===== src/rtl/cfg_filter_pkg.sv =====
package cfg_filter_pkg;

    typedef enum logic [1:0] {
        ST_IDLE    = 2'd0,
        ST_FORWARD = 2'd1,
        ST_RESPOND = 2'd2
    } flt_state_e;

endpackage


===== src/rtl/cfg_target_decode.sv =====
module cfg_target_decode #(
    parameter int BUS_W       = 8,
    parameter int DEV_W       = 5,
    parameter int FUNC_W      = 3,
    parameter int OFS_W       = 12,
    parameter int BUS_LIMIT   = 2,
    parameter int DEV_ALLOWED = 0,
    localparam int ADDR_W     = BUS_W + DEV_W + FUNC_W + OFS_W
) (
    input  logic [ADDR_W-1:0] addr,
    output logic [BUS_W-1:0]  bus_num,
    output logic [DEV_W-1:0]  dev_num,
    output logic [FUNC_W-1:0] func_num,
    output logic [OFS_W-1:0]  reg_ofs,
    output logic              reachable
);

    localparam int FUNC_LSB = OFS_W;
    localparam int DEV_LSB  = FUNC_LSB + FUNC_W;
    localparam int BUS_LSB  = DEV_LSB + DEV_W;
    localparam logic [BUS_W:0] BUS_LIM_V = (BUS_W+1)'(BUS_LIMIT);
    localparam logic [DEV_W-1:0] DEV_OK_V = DEV_W'(DEV_ALLOWED);

    logic bus_in_range;
    logic dev_match;

    always_comb begin
        bus_num  = addr[BUS_LSB +: BUS_W];
        dev_num  = addr[DEV_LSB +: DEV_W];
        func_num = addr[FUNC_LSB +: FUNC_W];
        reg_ofs  = addr[0 +: OFS_W];
    end

    // Function number and register offset never gate reachability.
    always_comb begin
        bus_in_range = ({1'b0, bus_num} < BUS_LIM_V);
        dev_match    = (dev_num == DEV_OK_V);
        reachable    = bus_in_range && dev_match;
    end

endmodule


===== src/rtl/cfg_access_fsm.sv =====
module cfg_access_fsm
    import cfg_filter_pkg::*;
#(
    parameter int ADDR_W = 28,
    parameter int DATA_W = 32
) (
    input  logic              clk,
    input  logic              rst_n,
    input  logic              req_valid,
    input  logic              req_write,
    input  logic [ADDR_W-1:0] req_addr,
    input  logic [DATA_W-1:0] req_wdata,
    input  logic              reachable,
    input  logic              dn_ack,
    input  logic [DATA_W-1:0] dn_rdata,
    output logic              req_ready,
    output logic              dn_valid,
    output logic [ADDR_W-1:0] dn_addr,
    output logic              dn_write,
    output logic [DATA_W-1:0] dn_wdata,
    output logic              rsp_done,
    output logic [DATA_W-1:0] rsp_rdata
);

    localparam logic [DATA_W-1:0] ALL_ONES = {DATA_W{1'b1}};
    localparam logic [DATA_W-1:0] ALL_ZERO = {DATA_W{1'b0}};

    flt_state_e        state_q;
    flt_state_e        state_d;
    logic              accept;
    logic [ADDR_W-1:0] lat_addr_q;
    logic              lat_write_q;
    logic [DATA_W-1:0] lat_wdata_q;
    logic [DATA_W-1:0] rdata_q;

    assign accept = req_valid && (state_q == ST_IDLE);

    always_comb begin
        state_d = state_q;
        unique case (state_q)
            ST_IDLE: begin
                if (req_valid) begin
                    state_d = reachable ? ST_FORWARD : ST_RESPOND;
                end
            end
            ST_FORWARD: begin
                if (dn_ack) begin
                    state_d = ST_RESPOND;
                end
            end
            ST_RESPOND: begin
                state_d = ST_IDLE;
            end
            default: begin
                state_d = ST_IDLE;
            end
        endcase
    end

    always_ff @(posedge clk) begin
        if (!rst_n) begin
            state_q <= ST_IDLE;
        end else begin
            state_q <= state_d;
        end
    end

    // Request capture and response data.
    always_ff @(posedge clk) begin
        if (!rst_n) begin
            lat_addr_q  <= '0;
            lat_write_q <= 1'b0;
            lat_wdata_q <= '0;
            rdata_q     <= '0;
        end else begin
            if (accept) begin
                lat_addr_q  <= req_addr;
                lat_write_q <= req_write;
                lat_wdata_q <= req_wdata;
                rdata_q     <= (!reachable && !req_write) ? ALL_ONES : ALL_ZERO;
            end else if ((state_q == ST_FORWARD) && dn_ack) begin
                rdata_q     <= lat_write_q ? ALL_ZERO : dn_rdata;
            end
        end
    end

    always_comb begin
        req_ready = 1'b0;
        dn_valid  = 1'b0;
        rsp_done  = 1'b0;
        unique case (state_q)
            ST_IDLE:    req_ready = 1'b1;
            ST_FORWARD: dn_valid  = 1'b1;
            ST_RESPOND: rsp_done  = 1'b1;
            default:    req_ready = 1'b0;
        endcase
        dn_addr   = lat_addr_q;
        dn_write  = lat_write_q;
        dn_wdata  = lat_wdata_q;
        rsp_rdata = rdata_q;
    end

endmodule


===== src/rtl/cfg_access_filter.sv =====
module cfg_access_filter #(
    parameter int BUS_W       = 8,
    parameter int DEV_W       = 5,
    parameter int FUNC_W      = 3,
    parameter int OFS_W       = 12,
    parameter int DATA_W      = 32,
    parameter int BUS_LIMIT   = 2,
    parameter int DEV_ALLOWED = 0,
    localparam int ADDR_W     = BUS_W + DEV_W + FUNC_W + OFS_W
) (
    input  logic              clk,
    input  logic              rst_n,
    input  logic              req_valid,
    output logic              req_ready,
    input  logic [ADDR_W-1:0] req_addr,
    input  logic              req_write,
    input  logic [DATA_W-1:0] req_wdata,
    output logic              rsp_done,
    output logic [DATA_W-1:0] rsp_rdata,
    output logic              dn_valid,
    output logic [ADDR_W-1:0] dn_addr,
    output logic              dn_write,
    output logic [DATA_W-1:0] dn_wdata,
    input  logic              dn_ack,
    input  logic [DATA_W-1:0] dn_rdata
);

    logic [BUS_W-1:0]  bus_num;
    logic [DEV_W-1:0]  dev_num;
    logic [FUNC_W-1:0] func_num;
    logic [OFS_W-1:0]  reg_ofs;
    logic              reachable;

    cfg_target_decode #(
        .BUS_W      (BUS_W),
        .DEV_W      (DEV_W),
        .FUNC_W     (FUNC_W),
        .OFS_W      (OFS_W),
        .BUS_LIMIT  (BUS_LIMIT),
        .DEV_ALLOWED(DEV_ALLOWED)
    ) u_decode (
        .addr      (req_addr),
        .bus_num   (bus_num),
        .dev_num   (dev_num),
        .func_num  (func_num),
        .reg_ofs   (reg_ofs),
        .reachable (reachable)
    );

    cfg_access_fsm #(
        .ADDR_W (ADDR_W),
        .DATA_W (DATA_W)
    ) u_fsm (
        .clk       (clk),
        .rst_n     (rst_n),
        .req_valid (req_valid),
        .req_write (req_write),
        .req_addr  (req_addr),
        .req_wdata (req_wdata),
        .reachable (reachable),
        .dn_ack    (dn_ack),
        .dn_rdata  (dn_rdata),
        .req_ready (req_ready),
        .dn_valid  (dn_valid),
        .dn_addr   (dn_addr),
        .dn_write  (dn_write),
        .dn_wdata  (dn_wdata),
        .rsp_done  (rsp_done),
        .rsp_rdata (rsp_rdata)
    );

    // Decoded fields beyond reachability are not consumed downstream.
    logic unused_fields;
    assign unused_fields = ^{func_num, reg_ofs};

endmodule


===== config.mk =====
export PLATFORM = sky130hd
export DESIGN_NAME = cfg_access_filter
export DESIGN_NICKNAME = d
export VERILOG_FILES = /design/src/rtl/cfg_filter_pkg.sv /design/src/rtl/cfg_target_decode.sv /design/src/rtl/cfg_access_fsm.sv /design/src/rtl/cfg_access_filter.sv
export SDC_FILE = /design/constraint.sdc
export NUM_CORES = 1
export LEC_CHECK = 0
export BUFFER_PORTS_ARGS = -buffer_cell sky130_fd_sc_hd__buf_4
export CAP_MARGIN = 20
export CORE_ASPECT_RATIO = 1.75
export CORE_MARGIN = 3
export CORE_UTILIZATION = 50
export DETAILED_ROUTE_END_ITERATION = 8
export HOLD_SLACK_MARGIN = 0.08
export PLACE_DENSITY = 0.86
export SLEW_MARGIN = 30
export SYNTH_ARGS = -nofsm -noshare
export SYNTH_HDL_FRONTEND = slang
export SYNTH_SLANG_ARGS = --single-unit

===== constraint.sdc =====
create_clock -name clk -period 4.3 [get_ports clk]
set_input_delay 0.215 -clock clk [delete_from_list [all_inputs] [get_ports clk]]
set_output_delay 0.215 -clock clk [all_outputs]
set_load 0.02 [all_outputs]

==> run metrics, run 1 <==
Netlist cell types=27; Hold Fails Final Rpt=0; power per cell area=412 nW/um2; post-synthesis sequential area ratio=47.9%; Hold Path Origin=req_wdata[22]; Inserted Clock Buffers=9; worst hold stages=3; maximum vdd drop=just under 0.4 mV; Period Utilization, post-route=48.1%; Max transition margin=45.8%; n_diodes=0; worst skew pair latency=0.34 ns; RSZ-0062 raised after global routing=false; Worst setup EP type=flop; fin cells=between 600 and 700; reg2reg end=u_fsm.rsp_rdata[6]; proportion of layout cells with a drive suffix above 1=36.5%; GR Overflow Total=0; startpoint types=flop; buffers added on ports=192; CTS max path bufs=2; worst r2r src=u_fsm.state_q[0]; CP Class=reg -> reg; WP data required=4.57 ns; die area=9090 um2; Final Max Slew Viols=0; Cell Rows=42; Synth warnings=0; overall die width=73.4 um; most frequent cells in the layout=196 x buf_4, 123 x nand2_1, 94 x dfxtp_1, 61 x a21boi_0; Hold WC Path Type=in -> reg; CP max FO=33; MaxCap Viol Count=0; Post-CTS Setup Inserts=0; clk slew on worst S/H paths=0.07 ns; first-pass GRT wire length=17700 um; placed wire-length estimate=8000 um; DR vias=3841; DRT Pass-1 Iters=4; initial antenna violation count=0; largest net degree at the start of global routing=96; remaining antenna violation count=0; Post-CTS Resized=0; H-tree level count=3; worst reg2reg path depth=4; CORE AREA=between 7000 and 8000 um2; slew at the pin with the worst max-slew slack=a little over 0.8 ns; Worst Path Arrival=2.34 ns; routability congestion estimate=0.763; Layout Nets=roughly 700; CP cell instances=mux2i_2, buf_4, or2_2, o311a_1; status=finished clean; # hold bufs at CTS=0; Global Route Usage Sum=24.9%; Final Skew=around 0.0062 ns; Setup TNS=0 ns; Yosys top cell by area=dfxtp_1; die extent in y=124 um; post-DR wirelength/cell=16.6 um; CTS root buffer=clkbuf_16; CTS tree=done; area share of the largest cell type after synthesis=between 40 and 50%; post-DR vias/cell=~5.5; Period minus WS final=2.07 ns; leakage=around 2.6 nW; drc violations=0; syn_nets=537; total clock sinks=95; Area growth, synth to finish=44.2%; number of synthesized register bits=95; commonest non-fill, non-tap cell in the layout=buf_4; Inst Count DP=678; mean area per synthesized cell=9.03 um2; Initial Util=a little over half; number of DRC markers in iteration 0=176; Mapped Area=3970 um2; Total Wirelength=11600 um; Slowest cell on crit path=or2_2; IO Pins=193; placed standard-cell area=approximately 5400 um2; ranking of synthesized cells by area=dfxtp_1 48%, nand2_1 12%, a21boi_0 12%; hold endpoint=u_fsm.dn_wdata[22]; highest clock rate=0.483 GHz; Crit path largest cell delay=0.59 ns; Setup Viol. Count Final=0; Mapped Cells=440; r2r setup slk=2.23 ns; Final Cell Area=5730 um2; vias in the first global route=3733
-- cells in the mapped netlist, drive strengths merged --
cell type  count
dfxtp         95
o311ai         1
nor3           1
o21bai        32
or4            3
or2            1
a21boi        61
o311a         32
o31a           1
or3b           1
nor4           1
nor2           2
clkbuf        34
nor3b         33
inv            1
o21a           1
buf           12
nand2b         1
nor4b          1
nand2        123
a21oi          1
mux2i          1
nor2b          1
-- metrics by stage --
stage	hold WS [ns]	power [mW]	setup WS, ns	utilization, %
global route	0.119	2.45	2.14	75.1
floorplan	0.355	1.22	2.58	-
detailed placement	0.460	1.43	2.30	70.4
CTS	0.118	2.38	2.27	75.1
global placement	0.454	1.41	2.10	70.3
finish	0.132	2.36	2.23	75.1
-- registers in the layout (all words and copies together), names as in the netlist --
signal and cells:
u_fsm.dn_wdata 32, u_fsm.dn_addr 28, u_fsm.rsp_rdata 32, u_fsm.dn_write 1, u_fsm.state_q 2
-- cells by family (layout without fill, tap and decap cells) --
group,Yosys count,in the layout,synth area share [%]
AO/OA/AOI/OAI,129,129,26.7
flip-flops,95,95,47.9
buffers and inverters,47,213,5.17
multiplexers,1,1,0.252
AND/OR/NAND/NOR,168,168,20.0
-- where the power goes --
group          internal, mW  leakage [nW]  switching [mW]
combinational         0.205          1.62           0.222
clock                 0.626         0.173           0.330
sequential            0.941         0.784          0.0366
total                  1.77          2.58           0.589
-- worst max path at each step --
stage / from / to / depth (start not counted)
2_1_floorplan: req_addr[22] / u_fsm.rsp_rdata[10] / 4
3_3_place_gp: u_fsm.state_q[1] / u_fsm.state_q[0] / 4
3_5_place_dp: u_fsm.state_q[0] / u_fsm.rsp_rdata[9] / 4
4_1_cts: u_fsm.state_q[0] / u_fsm.rsp_rdata[6] / 4
5_1_grt: u_fsm.state_q[0] / u_fsm.rsp_rdata[6] / 4
6_report: u_fsm.state_q[0] / u_fsm.rsp_rdata[6] / 4
-- worst max-delay path, delay by kind of cell, from the launching register on --
| family | cells | cell delay [ns] |
|---|---|---|
| AND/OR/NAND/NOR | 1 | 0.59 |
| flip-flops | 1 | 0.52 |
| buffers and inverters | 1 | 0.36 |
| AO/OA/AOI/OAI | 1 | 0.26 |
| multiplexers | 1 | 0.24 |
-- layer usage --
metal	track usage, %	share of wire, %
met4	9.98	2.6
met1	27.3	35
met3	6.70	7.8
met5	0	0
met2	44.5	54
-- area by class of cell --
type	count	area [um2]
well taps	88	110
clock buffers	10	229
flip-flops and latches	95	1900
repair buffers	196	1470
multi-input cells	298	1880
clock inverters	6	133
inverters	1	3.75
fillers	585	1890
Note: power is estimated with default switching activity, not from simulation.
==> run 2: changes to the inputs <==
Settings changed: CORE_UTILIZATION 50 to 42, PLACE_DENSITY 0.86 to 0.77.
Clock period 4.3 ns to 1.9 ns, I/O delays scaled along.
==> run 2 against run 1 <==
Wire length grew 10%. Critical path depth decreased by 1. Final area rose by 12%. Core utilization down 5.2 points. Sequential share of layout area fell by 3.5 points. Clock power rose by 83%. Clock-buffer cell count rose by 2. Hold slack got worse by 0.020 ns. Non-clock buffer count increased by 68. Die area is 18% higher. Sequential cell count is the same. Largest power group unchanged.
==> run metrics, run 2 (synthesis results as in run 1) <==
status=finished clean (unchanged); leakage=2.85 nW (was 2.58 nW); maximum vdd drop=0.493 mV (was 0.396 mV); worst r2r src=u_fsm.state_q[0] (unchanged); worst skew pair latency=0.33 ns (was 0.34 ns); die extent in y=135 um (was 124 um); Setup Viol. Count Final=0 (unchanged); most frequent cells in the layout=199 x buf_4, 123 x nand2_1, 95 x dfxtp_1, 62 x dlygate4sd3_1, 61 x a21boi_0 (was 196 x buf_4, 123 x nand2_1, 94 x dfxtp_1, 61 x a21boi_0); initial antenna violation count=0 (unchanged); IO Pins=193 (unchanged); power per cell area=792 nW/um2 (was 412 nW/um2); GR Overflow Total=0 (unchanged); DR vias=4098 (was 3841); largest net degree at the start of global routing=55 (was 96); Final Max Slew Viols=0 (unchanged); fin cells=795 (was 694); Period Utilization, post-route=90.3% (was 48.1%); slew at the pin with the worst max-slew slack=0.640 ns (was 0.814 ns); Pint=3.74 mW (was 1.77 mW); Inserted Clock Buffers=9 (unchanged); Layout Nets=766 (was 698); placed wire-length estimate=8190 um (was 8000 um); register area=1900 um2 (about the same); die area=10700 um2 (was 9090 um2); CTS max path bufs=2 (unchanged); multi-input logic area=1870 um2 (was 1880 um2); CP Class=reg -> reg (unchanged); highest clock rate=0.583 GHz (was 0.483 GHz); hold_ws=0.112 ns (was 0.132 ns); total clock sinks=95 (unchanged); clk slew on worst S/H paths=0.06 ns (was 0.07 ns); routability congestion estimate=0.735 (was 0.763); remaining antenna violation count=0 (unchanged); Initial Util=43.4% (was 52.1%); reg2reg end=u_fsm.rsp_rdata[31] (was u_fsm.rsp_rdata[6]); vias in the first global route=4153 (was 3733); worst reg2reg path depth=3 (was 4); RSZ-0062 raised after global routing=false (unchanged); post-DR vias/cell=5.15 (was 5.53); Hold Path Origin=req_valid (was req_wdata[22]); CORE AREA=9150 um2 (was 7620 um2); DRT Pass-1 Iters=4 (unchanged); Worst Path Arrival=1.94 ns (was 2.34 ns); startpoint types=flop (unchanged); P_sw=1.32 mW (was 0.589 mW); Max transition margin=57.3% (was 45.8%); Final Cell Area=6400 um2 (was 5730 um2); # fillers=668 (was 585); Global Route Usage Sum=23.6% (was 24.9%); placed standard-cell area=5480 um2 (was 5360 um2); Inst Count DP=716 (was 678); Hold WC Path Type=in -> reg (unchanged); proportion of layout cells with a drive suffix above 1=33.4% (was 36.5%); drc violations=0 (unchanged); worst hold stages=3 (unchanged); Area growth, synth to finish=61.1% (was 44.2%); Setup TNS=0 ns (unchanged); Cell Rows=46 (was 42); first-pass GRT wire length=20200 um (was 17700 um); Hold Fails Final Rpt=0 (unchanged); Post-CTS Resized=0 (unchanged); switching part of the total=26.1% (was 24.9%); post-DR wirelength/cell=16.0 um (was 16.6 um); CTS tree=done (unchanged); r2r setup slk=0.18 ns (was 2.23 ns); hold endpoint=u_fsm.state_q[1] (was u_fsm.dn_wdata[22]); number of DRC markers in iteration 0=203 (was 176); commonest non-fill, non-tap cell in the layout=buf_4 (unchanged); overall die width=79.5 um (was 73.4 um); Total Wirelength=12800 um (was 11600 um); buffers added on ports=192 (unchanged); MaxCap Viol Count=0 (unchanged); sequential group share of total power=43.5% (was 41.4%); Worst setup EP type=flop (unchanged); WP data required=2.12 ns (was 4.57 ns); H-tree level count=3 (unchanged); CTS root buffer=clkbuf_16 (unchanged); Period minus WS final=1.72 ns (was 2.07 ns); Comb power frac=21.9% (was 18.1%); clock power share=34.6% (was 40.5%); Final Skew=0.00552 ns (was 0.00616 ns); CP max FO=32 (was 33)
## run 2: cell types whose count changed in the layout (fill, tap and decap cells not counted), moves of 2 or more
cell | previous run | this run
buf_12 | 0 | 3
buf_4 | 196 | 199
bufinv_16 | 4 | 1
clkinv_2 | 1 | 3
dlygate4sd3_1 | 0 | 62
## run 2: final cells by class
| class | count | share of cell area (%) |
|---|---|---|
| well taps | 120 | 2.35 |
| inverters | 1 | 0.0587 |
| multi-input cells | 298 | 29.3 |
| repair buffers | 264 | 34.0 |
| clock buffers | 12 | 3.85 |
| flip-flops and latches | 95 | 29.7 |
| clock inverters | 4 | 0.704 |
| diodes | 1 | 0.0391 |
## run 2: worst max-delay path: stages (launching register included)
cell	delay (ns)
dfxtp_1	0.49
mux2i_2	0.12
or2_2	0.54
o311a_2	0.46
## run 2: how the worst max path moves through the flow
stage | depth (start not counted) | slack [ns] | end | startpoint
2_1_floorplan | 6 | 0.24 | u_fsm.rsp_rdata[17] | u_fsm.state_q[0]
3_3_place_gp | 4 | 0.07 | u_fsm.rsp_rdata[31] | req_addr[22]
3_5_place_dp | 4 | 0.06 | u_fsm.rsp_rdata[31] | req_addr[22]
4_1_cts | 3 | 0.20 | u_fsm.rsp_rdata[31] | u_fsm.state_q[0]
5_1_grt | 3 | 0.13 | u_fsm.rsp_rdata[31] | u_fsm.state_q[0]
6_report | 3 | 0.18 | u_fsm.rsp_rdata[31] | u_fsm.state_q[0]
## run 2: stage by stage
| step | util (%) | setup WS [ns] | power [mW] |
|---|---|---|---|
| final | 69.9 | 0.183 | 5.07 |
| after global routing | 69.9 | 0.126 | 5.29 |
| after CTS | 69.9 | 0.197 | 5.11 |
| after detailed placement | 59.9 | 0.0559 | 3.24 |
| after global placement | 59.9 | 0.0670 | 3.22 |
| after floorplan | - | 0.243 | 2.77 |
## run 2: metal layers
layer  track usage, %  up-vias  routed length, um
met5                0        -                  0
met4             11.7        0                429
met3             4.14       30                825
met2             43.0      174               6800
met1             25.6     1907               4700
li1                 -     1987                  -
## run 2: what timing repair did
item | CTS | global route
hold buffers | 62 | 0
endpoints found under the hold margin | 62 | 0
buffers inserted | 0 | 0
## run 2: power by group through the flow
| stage | Clock, mW | Combinational [mW] | Sequential, mW |
|---|---|---|---|
| 2_1_floorplan | 0 | 0.370 | 2.40 |
| 3_3_place_gp | 0 | 0.980 | 2.24 |
| 3_5_place_dp | 0 | 1.00 | 2.24 |
| 4_1_cts | 1.80 | 1.11 | 2.20 |
| 5_1_grt | 1.88 | 1.19 | 2.22 |
| 6_report | 1.75 | 1.11 | 2.20 |
